==> config.mk <==
export PLATFORM = sky130hd
export DESIGN_NAME = via_timer_core
export DESIGN_NICKNAME = d
export VERILOG_FILES = /design/src/rtl/via_pkg.sv /design/src/rtl/via_t1.sv /design/src/rtl/via_t2.sv /design/src/rtl/via_irq.sv /design/src/rtl/via_timer_core.sv
export SDC_FILE = /design/constraint.sdc
export NUM_CORES = 1
export LEC_CHECK = 0
export BUFFER_PORTS_ARGS = -buffer_cell sky130_fd_sc_hd__buf_2
export CORE_MARGIN = 1
export CORE_UTILIZATION = 30
export CTS_BUF_LIST = sky130_fd_sc_hd__clkbuf_4 sky130_fd_sc_hd__clkbuf_8
export DETAILED_ROUTE_END_ITERATION = 10
export PLACE_DENSITY = 0.42
export SYNTH_ARGS = -nofsm -noshare
export SYNTH_HDL_FRONTEND = slang
export SYNTH_SLANG_ARGS = --single-unit
==> constraint.sdc <==
create_clock -name clk -period 5.7 [get_ports clk]
set_clock_uncertainty 0.15 [all_clocks]
set_input_delay 1.14 -clock clk [delete_from_list [all_inputs] [get_ports clk]]
set_output_delay 1.14 -clock clk [all_outputs]
set_load 0.005 [all_outputs]
==> src/rtl/via_pkg.sv <==
package via_pkg;

    typedef enum logic [3:0] {
        RG_PB      = 4'd0,
        RG_PA      = 4'd1,
        RG_DIRB    = 4'd2,
        RG_DIRA    = 4'd3,
        RG_T1C_LO  = 4'd4,
        RG_T1C_HI  = 4'd5,
        RG_T1L_LO  = 4'd6,
        RG_T1L_HI  = 4'd7,
        RG_T2_LO   = 4'd8,
        RG_T2_HI   = 4'd9,
        RG_SHIFT   = 4'd10,
        RG_AUX     = 4'd11,
        RG_PCTL    = 4'd12,
        RG_IFLAG   = 4'd13,
        RG_IEN     = 4'd14,
        RG_PA_ALT  = 4'd15
    } reg_idx_e;

    localparam int FB_T1 = 6;
    localparam int FB_T2 = 5;
    localparam int FB_SR = 2;
    localparam logic [6:0] IRQ_MASK = 7'h64;

    typedef enum logic [1:0] {T1_IDLE, T1_RUN, T1_WRAP, T1_DONE} t1_state_e;
    typedef enum logic [1:0] {T2_IDLE, T2_RUN, T2_DONE} t2_state_e;

endpackage

==> src/rtl/via_t1.sv <==
module via_t1 #(
    parameter int BYTE_W = 8
) (
    input  logic                  clk,
    input  logic                  rst_n,
    input  logic                  tick,
    input  logic                  cont_mode,
    input  logic                  wr_lat_lo,
    input  logic                  wr_lat_hi,
    input  logic                  wr_cnt_hi,
    input  logic [BYTE_W-1:0]     wdata,
    output logic [2*BYTE_W-1:0]   count,
    output logic [2*BYTE_W-1:0]   latch,
    output logic                  fire
);
    localparam int CW = 2 * BYTE_W;
    localparam logic [CW-1:0] ONE = {{(CW-1){1'b0}}, 1'b1};

    via_pkg::t1_state_e state, state_nxt;
    logic [CW-1:0] cnt_nxt, lat_nxt;

    always_ff @(posedge clk) begin
        if (!rst_n) begin
            state <= via_pkg::T1_IDLE;
            count <= '0;
            latch <= '1;
        end else begin
            state <= state_nxt;
            count <= cnt_nxt;
            latch <= lat_nxt;
        end
    end

    always_comb begin
        lat_nxt = latch;
        if (wr_lat_lo) lat_nxt[BYTE_W-1:0] = wdata;
        if (wr_lat_hi || wr_cnt_hi) lat_nxt[CW-1:BYTE_W] = wdata;
    end

    always_comb begin
        state_nxt = state;
        cnt_nxt   = count;
        fire      = 1'b0;
        if (wr_cnt_hi) begin
            cnt_nxt   = {wdata, latch[BYTE_W-1:0]};
            state_nxt = via_pkg::T1_RUN;
        end else if (tick) begin
            unique case (state)
                via_pkg::T1_IDLE, via_pkg::T1_DONE: begin
                    cnt_nxt = count - ONE;
                end
                via_pkg::T1_RUN: begin
                    if (count == '0) begin
                        fire      = 1'b1;
                        cnt_nxt   = '1;
                        state_nxt = cont_mode ? via_pkg::T1_WRAP : via_pkg::T1_DONE;
                    end else begin
                        cnt_nxt = count - ONE;
                    end
                end
                via_pkg::T1_WRAP: begin
                    if (cont_mode) begin
                        cnt_nxt   = latch;
                        state_nxt = via_pkg::T1_RUN;
                    end else begin
                        cnt_nxt   = count - ONE;
                        state_nxt = via_pkg::T1_DONE;
                    end
                end
                default: begin
                    state_nxt = via_pkg::T1_IDLE;
                end
            endcase
        end
    end

    p_t1_load_r6: assert property (@(posedge clk) disable iff (!rst_n)
        wr_cnt_hi |=> (count == {$past(wdata), $past(latch[BYTE_W-1:0])}));

    p_t1_hold_r11: assert property (@(posedge clk) disable iff (!rst_n)
        (!tick && !wr_cnt_hi) |=> $stable(count));

    p_t1_oneshot_r9: assert property (@(posedge clk) disable iff (!rst_n)
        (fire && !cont_mode) |=> (state == via_pkg::T1_DONE));

    p_t1_reload_r8: assert property (@(posedge clk) disable iff (!rst_n)
        (state == via_pkg::T1_WRAP && tick && cont_mode && !wr_cnt_hi)
        |=> (count == $past(latch)));

endmodule

==> src/rtl/via_t2.sv <==
module via_t2 #(
    parameter int BYTE_W = 8
) (
    input  logic                  clk,
    input  logic                  rst_n,
    input  logic                  tick,
    input  logic                  wr_lat_lo,
    input  logic                  wr_cnt_hi,
    input  logic [BYTE_W-1:0]     wdata,
    output logic [2*BYTE_W-1:0]   count,
    output logic                  fire
);
    localparam int CW = 2 * BYTE_W;
    localparam logic [CW-1:0] ONE = {{(CW-1){1'b0}}, 1'b1};

    via_pkg::t2_state_e state, state_nxt;
    logic [CW-1:0]     cnt_nxt;
    logic [BYTE_W-1:0] latch_lo;

    always_ff @(posedge clk) begin
        if (!rst_n) begin
            state    <= via_pkg::T2_IDLE;
            count    <= '0;
            latch_lo <= '1;
        end else begin
            state <= state_nxt;
            count <= cnt_nxt;
            if (wr_lat_lo) latch_lo <= wdata;
        end
    end

    always_comb begin
        state_nxt = state;
        cnt_nxt   = count;
        fire      = 1'b0;
        if (wr_cnt_hi) begin
            cnt_nxt   = {wdata, latch_lo};
            state_nxt = via_pkg::T2_RUN;
        end else if (tick) begin
            unique case (state)
                via_pkg::T2_RUN: begin
                    if (count == '0) begin
                        fire      = 1'b1;
                        state_nxt = via_pkg::T2_DONE;
                    end
                    cnt_nxt = count - ONE;
                end
                via_pkg::T2_IDLE, via_pkg::T2_DONE: begin
                    cnt_nxt = count - ONE;
                end
                default: begin
                    state_nxt = via_pkg::T2_IDLE;
                end
            endcase
        end
    end

    p_t2_load_r10: assert property (@(posedge clk) disable iff (!rst_n)
        wr_cnt_hi |=> (count == {$past(wdata), $past(latch_lo)}) && (state == via_pkg::T2_RUN));

    p_t2_hold_r11: assert property (@(posedge clk) disable iff (!rst_n)
        (!tick && !wr_cnt_hi) |=> $stable(count));

endmodule

==> src/rtl/via_irq.sv <==
module via_irq #(
    parameter int BYTE_W = 8
) (
    input  logic                clk,
    input  logic                rst_n,
    input  logic [BYTE_W-2:0]   set_vec,
    input  logic [BYTE_W-2:0]   clr_vec,
    input  logic                ien_wr,
    input  logic [BYTE_W-1:0]   wdata,
    output logic [BYTE_W-2:0]   flags,
    output logic [BYTE_W-2:0]   enables,
    output logic                irq,
    output logic                pending
);
    localparam int NF = BYTE_W - 1;

    always_ff @(posedge clk) begin
        if (!rst_n) begin
            flags   <= '0;
            enables <= '0;
        end else begin
            flags <= (flags & ~clr_vec) | set_vec;
            if (ien_wr) begin
                enables <= wdata[BYTE_W-1] ? (enables | wdata[NF-1:0])
                                           : (enables & ~wdata[NF-1:0]);
            end
        end
    end

    always_comb begin
        irq     = |(flags & enables & via_pkg::IRQ_MASK[NF-1:0]);
        pending = |(flags & enables);
    end

    for (genvar g = 0; g < NF; g++) begin : g_flag_chk
        p_set_wins_r12: assert property (@(posedge clk) disable iff (!rst_n)
            set_vec[g] |=> flags[g]);
        p_flag_clear_r5: assert property (@(posedge clk) disable iff (!rst_n)
            (clr_vec[g] && !set_vec[g]) |=> !flags[g]);
    end

    p_ien_set_r5: assert property (@(posedge clk) disable iff (!rst_n)
        (ien_wr && wdata[BYTE_W-1]) |=> ((enables & $past(wdata[NF-1:0])) == $past(wdata[NF-1:0])));

endmodule

==> src/rtl/via_timer_core.sv <==
module via_timer_core #(
    parameter int BYTE_W = 8
) (
    input  logic              clk,
    input  logic              rst_n,
    input  logic              tick,
    input  logic [3:0]        reg_sel,
    input  logic              rd_en,
    input  logic              wr_en,
    input  logic [BYTE_W-1:0] wr_data,
    output logic [BYTE_W-1:0] rd_data,
    input  logic              shift_done,
    output logic              irq
);
    localparam int CW = 2 * BYTE_W;
    localparam int NF = BYTE_W - 1;

    logic [BYTE_W-1:0] pb, pa, dirb, dira, shreg, aux, pctl;
    logic [CW-1:0]     t1_cnt, t1_lat, t2_cnt;
    logic              t1_fire, t2_fire, pending, cont_mode;
    logic [NF-1:0]     flags, enables, set_vec, clr_vec;
    via_pkg::reg_idx_e idx;

    assign idx       = via_pkg::reg_idx_e'(reg_sel);
    assign cont_mode = (aux[BYTE_W-1 -: 2] == 2'b01);

    function automatic logic wr_hit(input via_pkg::reg_idx_e cur, input via_pkg::reg_idx_e want, input logic we);
        return we && (cur == want);
    endfunction

    always_ff @(posedge clk) begin
        if (!rst_n) begin
            pb    <= '0;
            pa    <= '0;
            dirb  <= '1;
            dira  <= '0;
            shreg <= '0;
            aux   <= '0;
            pctl  <= '0;
        end else if (wr_en) begin
            unique case (idx)
                via_pkg::RG_PB:                   pb    <= (pb & ~dirb) | (wr_data & dirb);
                via_pkg::RG_PA, via_pkg::RG_PA_ALT: pa  <= (pa & ~dira) | (wr_data & dira);
                via_pkg::RG_DIRB:                 dirb  <= wr_data;
                via_pkg::RG_DIRA:                 dira  <= wr_data;
                via_pkg::RG_SHIFT:                shreg <= wr_data;
                via_pkg::RG_AUX:                  aux   <= wr_data;
                via_pkg::RG_PCTL:                 pctl  <= wr_data;
                default: ;
            endcase
        end
    end

    via_t1 #(.BYTE_W(BYTE_W)) u_t1 (
        .clk       (clk),
        .rst_n     (rst_n),
        .tick      (tick),
        .cont_mode (cont_mode),
        .wr_lat_lo (wr_hit(idx, via_pkg::RG_T1C_LO, wr_en) || wr_hit(idx, via_pkg::RG_T1L_LO, wr_en)),
        .wr_lat_hi (wr_hit(idx, via_pkg::RG_T1L_HI, wr_en)),
        .wr_cnt_hi (wr_hit(idx, via_pkg::RG_T1C_HI, wr_en)),
        .wdata     (wr_data),
        .count     (t1_cnt),
        .latch     (t1_lat),
        .fire      (t1_fire)
    );

    via_t2 #(.BYTE_W(BYTE_W)) u_t2 (
        .clk       (clk),
        .rst_n     (rst_n),
        .tick      (tick),
        .wr_lat_lo (wr_hit(idx, via_pkg::RG_T2_LO, wr_en)),
        .wr_cnt_hi (wr_hit(idx, via_pkg::RG_T2_HI, wr_en)),
        .wdata     (wr_data),
        .count     (t2_cnt),
        .fire      (t2_fire)
    );

    always_comb begin
        set_vec = '0;
        set_vec[via_pkg::FB_T1] = t1_fire;
        set_vec[via_pkg::FB_T2] = t2_fire;
        set_vec[via_pkg::FB_SR] = shift_done;
    end

    always_comb begin
        clr_vec = '0;
        if (wr_hit(idx, via_pkg::RG_IFLAG, wr_en)) clr_vec = wr_data[NF-1:0];
        if (wr_hit(idx, via_pkg::RG_T1C_LO, rd_en) || wr_hit(idx, via_pkg::RG_T1C_HI, wr_en)
            || wr_hit(idx, via_pkg::RG_T1L_HI, wr_en))
            clr_vec[via_pkg::FB_T1] = 1'b1;
        if (wr_hit(idx, via_pkg::RG_T2_LO, rd_en) || wr_hit(idx, via_pkg::RG_T2_HI, wr_en))
            clr_vec[via_pkg::FB_T2] = 1'b1;
        if (wr_hit(idx, via_pkg::RG_SHIFT, rd_en))
            clr_vec[via_pkg::FB_SR] = 1'b1;
    end

    via_irq #(.BYTE_W(BYTE_W)) u_irq (
        .clk     (clk),
        .rst_n   (rst_n),
        .set_vec (set_vec),
        .clr_vec (clr_vec),
        .ien_wr  (wr_hit(idx, via_pkg::RG_IEN, wr_en)),
        .wdata   (wr_data),
        .flags   (flags),
        .enables (enables),
        .irq     (irq),
        .pending (pending)
    );

    always_comb begin
        unique case (idx)
            via_pkg::RG_PB:                     rd_data = pb;
            via_pkg::RG_PA, via_pkg::RG_PA_ALT: rd_data = pa;
            via_pkg::RG_DIRB:                   rd_data = dirb;
            via_pkg::RG_DIRA:                   rd_data = dira;
            via_pkg::RG_T1C_LO:                 rd_data = t1_cnt[BYTE_W-1:0];
            via_pkg::RG_T1C_HI:                 rd_data = t1_cnt[CW-1:BYTE_W];
            via_pkg::RG_T1L_LO:                 rd_data = t1_lat[BYTE_W-1:0];
            via_pkg::RG_T1L_HI:                 rd_data = t1_lat[CW-1:BYTE_W];
            via_pkg::RG_T2_LO:                  rd_data = t2_cnt[BYTE_W-1:0];
            via_pkg::RG_T2_HI:                  rd_data = t2_cnt[CW-1:BYTE_W];
            via_pkg::RG_SHIFT:                  rd_data = shreg;
            via_pkg::RG_AUX:                    rd_data = aux;
            via_pkg::RG_PCTL:                   rd_data = pctl;
            via_pkg::RG_IFLAG:                  rd_data = {pending, flags};
            via_pkg::RG_IEN:                    rd_data = {1'b1, enables};
            default:                            rd_data = '0;
        endcase
    end

    p_port_mask_r2: assert property (@(posedge clk) disable iff (!rst_n)
        (wr_en && reg_sel == 4'd0) |=> (((pb ^ $past(pb)) & ~$past(dirb)) == '0));

endmodule

==> flow_metrics.env, run 1 <==
export IMPL_outcome="completed"
export IMPL_insertion_delay_ns=0.46
export IMPL_core_mm2=0.02264
export IMPL_start_util_pct=30.64
export IMPL_min_period_over_period_pct=81.15
export IMPL_slew_violations=0
export IMPL_area_growth_synth_to_final_pct=11.33
export IMPL_drt_iter0_markers=662
export IMPL_cts_buffer_depth=2
export IMPL_ir_drop_uv=128.3
export IMPL_drive_gt1_share_pct=10.28
export IMPL_ios=27
export IMPL_groute_usage_overall_pct=23.63
export IMPL_cts_root_buf="clkbuf_8"
export IMPL_first_pass_iters=5
export IMPL_grt_met1_usage_pct=33.10
export IMPL_std_cell_rows=55
export IMPL_syn_nets=919
export IMPL_grt_pass1_wl_um=41370
export IMPL_dieArea_mm2=0.02373
export IMPL_antenna_found_initial=1
export IMPL_use_met3_pct=3.890
export IMPL_nNetsFinal=914
export IMPL_hold_path_class="flip-flop to flip-flop"
export IMPL_end_kind="output pin"
export IMPL_synth_area_per_cell_um2=7.733
export IMPL_clock_fmax_ghz=0.2162
export IMPL_async_flop_share_pct=0
export IMPL_cts_sinks=130
export IMPL_overflow=0
export IMPL_fin_crit_ns=4.626
export IMPL_die_width_um=154.1
export IMPL_htree_levels=4
export IMPL_cts_hold_buffers=0
export IMPL_synthCells=897
export IMPL_cts_tree="yes"
export IMPL_clk_pin_slew_ns=0.08
export IMPL_synth_edff_count=0
export IMPL_startpoint_type="input pin"
export IMPL_ys_types=66
export IMPL_use_met2_pct=36.39
export IMPL_grt_busiest_layer="met2"
export IMPL_final_cell_mix="nand2_1, dfxtp_1, nor2_1"
export IMPL_maxCapViolations=0
export IMPL_synthesis_area_mm2=0.006937
export IMPL_die_y_um=154.1
export IMPL_layout_cells_non_filler=1191
export IMPL_cp_data_arrival_time_ns=3.34
export IMPL_routed_wirelength_um=27310
export IMPL_port_buffers=26
export IMPL_dp_cells=1158
export IMPL_remaining_drc_errors=0
export IMPL_via_per_inst=5.626
export IMPL_tightest_slew_ns=1.004
export IMPL_grt_setup_unrepaired="no"
export IMPL_fin_tns_setup_ns=0
export IMPL_ctsResizeCount=0
export IMPL_slew_headroom_pct=32.54
export IMPL_hold_slack_ns=0.3056
export IMPL_final_hold_violation_count=0
export IMPL_ys_warnings_count=0
export IMPL_antenna_left=0
export IMPL_setup_viol=0
export IMPL_seq_area_frac_synth_pct=37.52
export IMPL_cp_max_fo=41
export IMPL_worstPathRequired_ns=4.41
export IMPL_post_cts_buffers=0
export IMPL_synthFlopType="dfxtp_1"
export IMPL_path_class="input pin to output pin"
export IMPL_mostFrequentLayoutCell="nand2_1"
export IMPL_synth_seq_cells=130
export IMPL_place_gp_congestion=0.9039
export IMPL_cts_made_buffers=17
export IMPL_power_leakage_nw=2.974
export IMPL_power_density_mw_per_mm2=300.5
export IMPL_dp_hpwl_um=18990
export IMPL_routedWlPerCell_um=22.93
export IMPL_fillCellCount=2408
export IMPL_grt_max_degree=50
export IMPL_via_count=6701
export IMPL_grt_pass1_vias=6203
-- synthesized netlist by cell type, types with 4 or more instances --
library cell | instances | share of area [%]
mux2_2 | 7 | 1.1
dfxtp_1 | 130 | 38
o211a_1 | 4 | 0.58
o31ai_1 | 5 | 0.54
o21ai_0 | 39 | 2.8
a22oi_1 | 11 | 1.2
xor2_1 | 13 | 1.6
a211oi_1 | 15 | 1.6
inv_1 | 18 | 0.97
nor3_1 | 21 | 1.5
a31oi_1 | 12 | 1.1
buf_2 | 4 | 0.29
a22o_1 | 6 | 0.76
nand3_1 | 67 | 4.8
clkbuf_1 | 53 | 2.9
nand2b_1 | 9 | 0.81
a32oi_1 | 13 | 1.6
buf_1 | 6 | 0.32
a21oi_1 | 61 | 4.4
nand2_1 | 162 | 8.8
nor2_1 | 74 | 4.0
o22ai_1 | 5 | 0.45
and3_1 | 5 | 0.45
a32o_1 | 4 | 0.58
mux2i_1 | 36 | 5.2
o211ai_1 | 10 | 1.1
or3_1 | 11 | 0.99
a221oi_1 | 5 | 0.63
xnor2_1 | 11 | 1.4
ha_1 | 4 | 0.72
nor2b_1 | 14 | 1.3
nor4_1 | 9 | 0.81
-- metal layers --
layer / part of all wire (%) / up-vias / wire [um]
li1: - / 3213 / -
met3: 4.8 / 35 / 1300
met4: 2.4 / 0 / 665
met5: 0 / - / 0
met2: 45 / 186 / 12230
met1: 48 / 3267 / 13110
-- logic make-up after synthesis --
logic type | Yosys count | synth area share, %
buf+inv | 82 | 4.509
fa+ha+maj | 4 | 0.7215
flops | 130 | 37.52
compound gates | 218 | 21.03
mux | 46 | 7.305
simple gates | 393 | 25.88
xor+xnor | 24 | 3.030
-- where the power goes --
group	switching (mW)	internal, mW
logic	0.250	0.163
clock network	0.406	0.468
registers	0.0813	0.953
-- area by class of cell --
| class | count | area (um^2) | area share, % |
|---|---|---|---|
| repair buffers | 39 | 227.7 | 2.949 |
| clock buffers | 20 | 275.3 | 3.564 |
| multi-input cells | 685 | 4031 | 52.20 |
| well taps | 285 | 356.6 | 4.618 |
| diodes | 1 | 2.502 | 0.03240 |
| flip-flops and latches | 130 | 2603 | 33.70 |
| inverters | 19 | 71.32 | 0.9235 |
| clock inverters | 12 | 155.1 | 2.009 |
-- worst max-delay path, cell delays in order --
cell	delay (ns)
buf_2	0.61
inv_1	0.33
a21oi_1	0.66
a22oi_1	0.19
a31oi_1	0.24
buf_2	0.15
-- path summary, 6_finish.rpt --
path | startpoint | to | slack, ns | depth (start not counted)
worst max-delay path | reg_sel[0] | rd_data[7] | 1.07 | 6
worst min-delay path | u_irq.flags[4] | u_irq.flags[4] | 0.31 | 2
worst max register to register | u_t1.count[1] | u_t1.state[0] | 2.85 | 7
worst min register to register | u_irq.flags[4] | u_irq.flags[4] | 0.31 | 2
-- per-stage QoR --
stage          instance area [um^2]  util [%]  power [mW]  setup WS, ns
2_1_floorplan                  6937         -       1.320         1.642
3_3_place_gp                   7289     32.20       1.469         1.145
3_5_place_dp                   7289     32.20       1.463         1.138
4_1_cts                        7720     34.10       2.340         1.117
5_1_grt                        7720     34.10       2.430        0.9912
6_report                       7722     34.11       2.321         1.074
Note: power is estimated with default switching activity, not from simulation.
==> inputs of run 2 (changes only) <==
- clock period: 5.7 -> 4.7 ns (I/O delays scaled with it)
==> run 2 against run 1 <==
  * Global-route usage down 0.23 points
  * Clock-buffer cell count up 3
  * Via count about the same
  * Highest routed layer unchanged
  * Clock power up 27%
==> flow_metrics.env, run 2 (synthesis gave the netlist of run 1 again) <==
export IMPL_remaining_drc_errors=0
export IMPL_final_cell_mix="nand2_1, dfxtp_1, nor2_1"
export IMPL_port_buffers=26
export IMPL_area_growth_synth_to_final_pct=12.09
export IMPL_core_mm2=0.02264
export IMPL_drt_iter0_markers=588
export IMPL_setup_viol=0
export IMPL_power_leakage_nw=3.022
export IMPL_fin_ws_ns=0.7294
export IMPL_slew_violations=0
export IMPL_met1Wirelength_um=13300
export IMPL_reg2reg_from="u_t1.count[1]"
export IMPL_antenna_found_initial=0
export IMPL_routedWlPerCell_um=22.49
export IMPL_maxCapViolations=0
export IMPL_end_kind="output pin"
export IMPL_final_hold_violation_count=0
export IMPL_ir_drop_uv=159.6
export IMPL_via_count=6699
export IMPL_outcome="completed"
export IMPL_hold_path_class="flip-flop to flip-flop"
export IMPL_min_to="u_irq.flags[4]"
export IMPL_startpoint_type="input pin"
export IMPL_tightest_slew_ns=1.091
export IMPL_ios=27
export IMPL_dieArea_mm2=0.02373
export IMPL_htree_levels=4
export IMPL_fin_tns_setup_ns=0
export IMPL_dp_slack_ns=0.7601
export IMPL_cp_data_arrival_time_ns=2.88
export IMPL_drive_gt1_share_pct=10.67
export IMPL_cp_max_fo=30
export IMPL_path_class="input pin to output pin"
export IMPL_clk_pin_slew_ns=0.08
export IMPL_slew_headroom_pct=27.30
export IMPL_worst_r2r_path_depth=6
export IMPL_cts_tree="yes"
export IMPL_ctsResizeCount=0
export IMPL_std_cell_rows=55
export IMPL_die_y_um=154.1
export IMPL_cts_hold_buffers=0
export IMPL_start_util_pct=30.64
export IMPL_die_width_um=154.1
export IMPL_hold_slack_ns=0.3058
export IMPL_routed_wl_met2_um=11910
export IMPL_grt_setup_unrepaired="no"
export IMPL_dp_hpwl_um=18690
export IMPL_grt_pass1_wl_um=41360
export IMPL_design_area_mm2=0.007775
export IMPL_whs_path_depth=2
export IMPL_insertion_delay_ns=0.44
export IMPL_dr_wl_met3_um=1049
export IMPL_cts_made_buffers=17
export IMPL_cts_buffer_depth=2
export IMPL_post_cts_buffers=0
export IMPL_nNetsFinal=918
export IMPL_fin_crit_ns=3.971
export IMPL_via_per_inst=5.611
export IMPL_routed_wirelength_um=26850
export IMPL_min_period_over_period_pct=84.48
export IMPL_power_density_mw_per_mm2=369.4
export IMPL_cts_root_buf="clkbuf_8"
export IMPL_place_gp_congestion=0.9036
export IMPL_rr_endpoint="u_t1.count[9]"
export IMPL_antenna_left=0
export IMPL_clock_fmax_ghz=0.2519
export IMPL_grt_max_degree=63
export IMPL_mostFrequentLayoutCell="nand2_1"
export IMPL_overflow=0
export IMPL_placed_area_mm2=0.007320
export IMPL_groute_usage_overall_pct=23.40
export IMPL_r2r_setup_slack_ns=1.87
export IMPL_num_antenna_cells=0
export IMPL_highest_layer="met4"
export IMPL_grt_pass1_vias=6409
export IMPL_worstPathRequired_ns=3.61
export IMPL_cts_sinks=130
export IMPL_holdCritStartpoint="u_irq.flags[4]"
export IMPL_first_pass_iters=5
[run 2: worst max-delay path, cell delays in order]
cell and delay [ns]:
buf_2 0.28, or3_1 0.50, a21oi_1 0.52, a22oi_1 0.19, a31oi_1 0.28, buf_2 0.16
[run 2: how the worst max path moves through the flow]
stage / start / to / cells past startpoint
final: reg_sel[3] / rd_data[7] / 6
after global routing: reg_sel[0] / rd_data[2] / 8
after CTS: reg_sel[3] / rd_data[7] / 6
after detailed placement: reg_sel[3] / rd_data[7] / 6
after global placement: reg_sel[2] / rd_data[7] / 7
after floorplan: reg_sel[2] / rd_data[5] / 8
[run 2: area by class of cell]
cell class                      instances  area [um^2]
Tap cell                              285        356.6
Multi-Input combinational cell        685         4031
Fill cell                            2424        14870
Sequential cell                       130         2603
Clock buffer                           23        304.0
Clock inverter                          9        151.4
Timing Repair Buffer                   43        257.7
Inverter                               19        71.32
[run 2: layer usage]
metal | vias to the layer above | global-route usage [%]
met5 | - | 0
met4 | 0 | 7.762
met3 | 28 | 3.777
met2 | 168 | 35.61
met1 | 3272 | 33.36
li1 | 3231 | -
[run 2: through the flow]
| step | std cells | power, mW | util, % |
|---|---|---|---|
| 4_1_cts | 1194 | 2.887 | 34.34 |
| 5_1_grt | 1194 | 3.006 | 34.34 |
| 3_5_place_dp | 1162 | 1.776 | 32.33 |
| 6_report | 1194 | 2.872 | 34.34 |
| 2_1_floorplan | 897 | 1.601 | - |
| 3_3_place_gp | 1162 | 1.782 | 32.33 |
[run 2: report_power, final]
| group | leakage (nW) | total, mW | switching [mW] | internal (mW) |
|---|---|---|---|---|
| combinational | 1.73 | 0.503 | 0.304 | 0.199 |
| clock | 0.233 | 1.11 | 0.468 | 0.646 |
| sequential | 1.06 | 1.25 | 0.0989 | 1.16 |
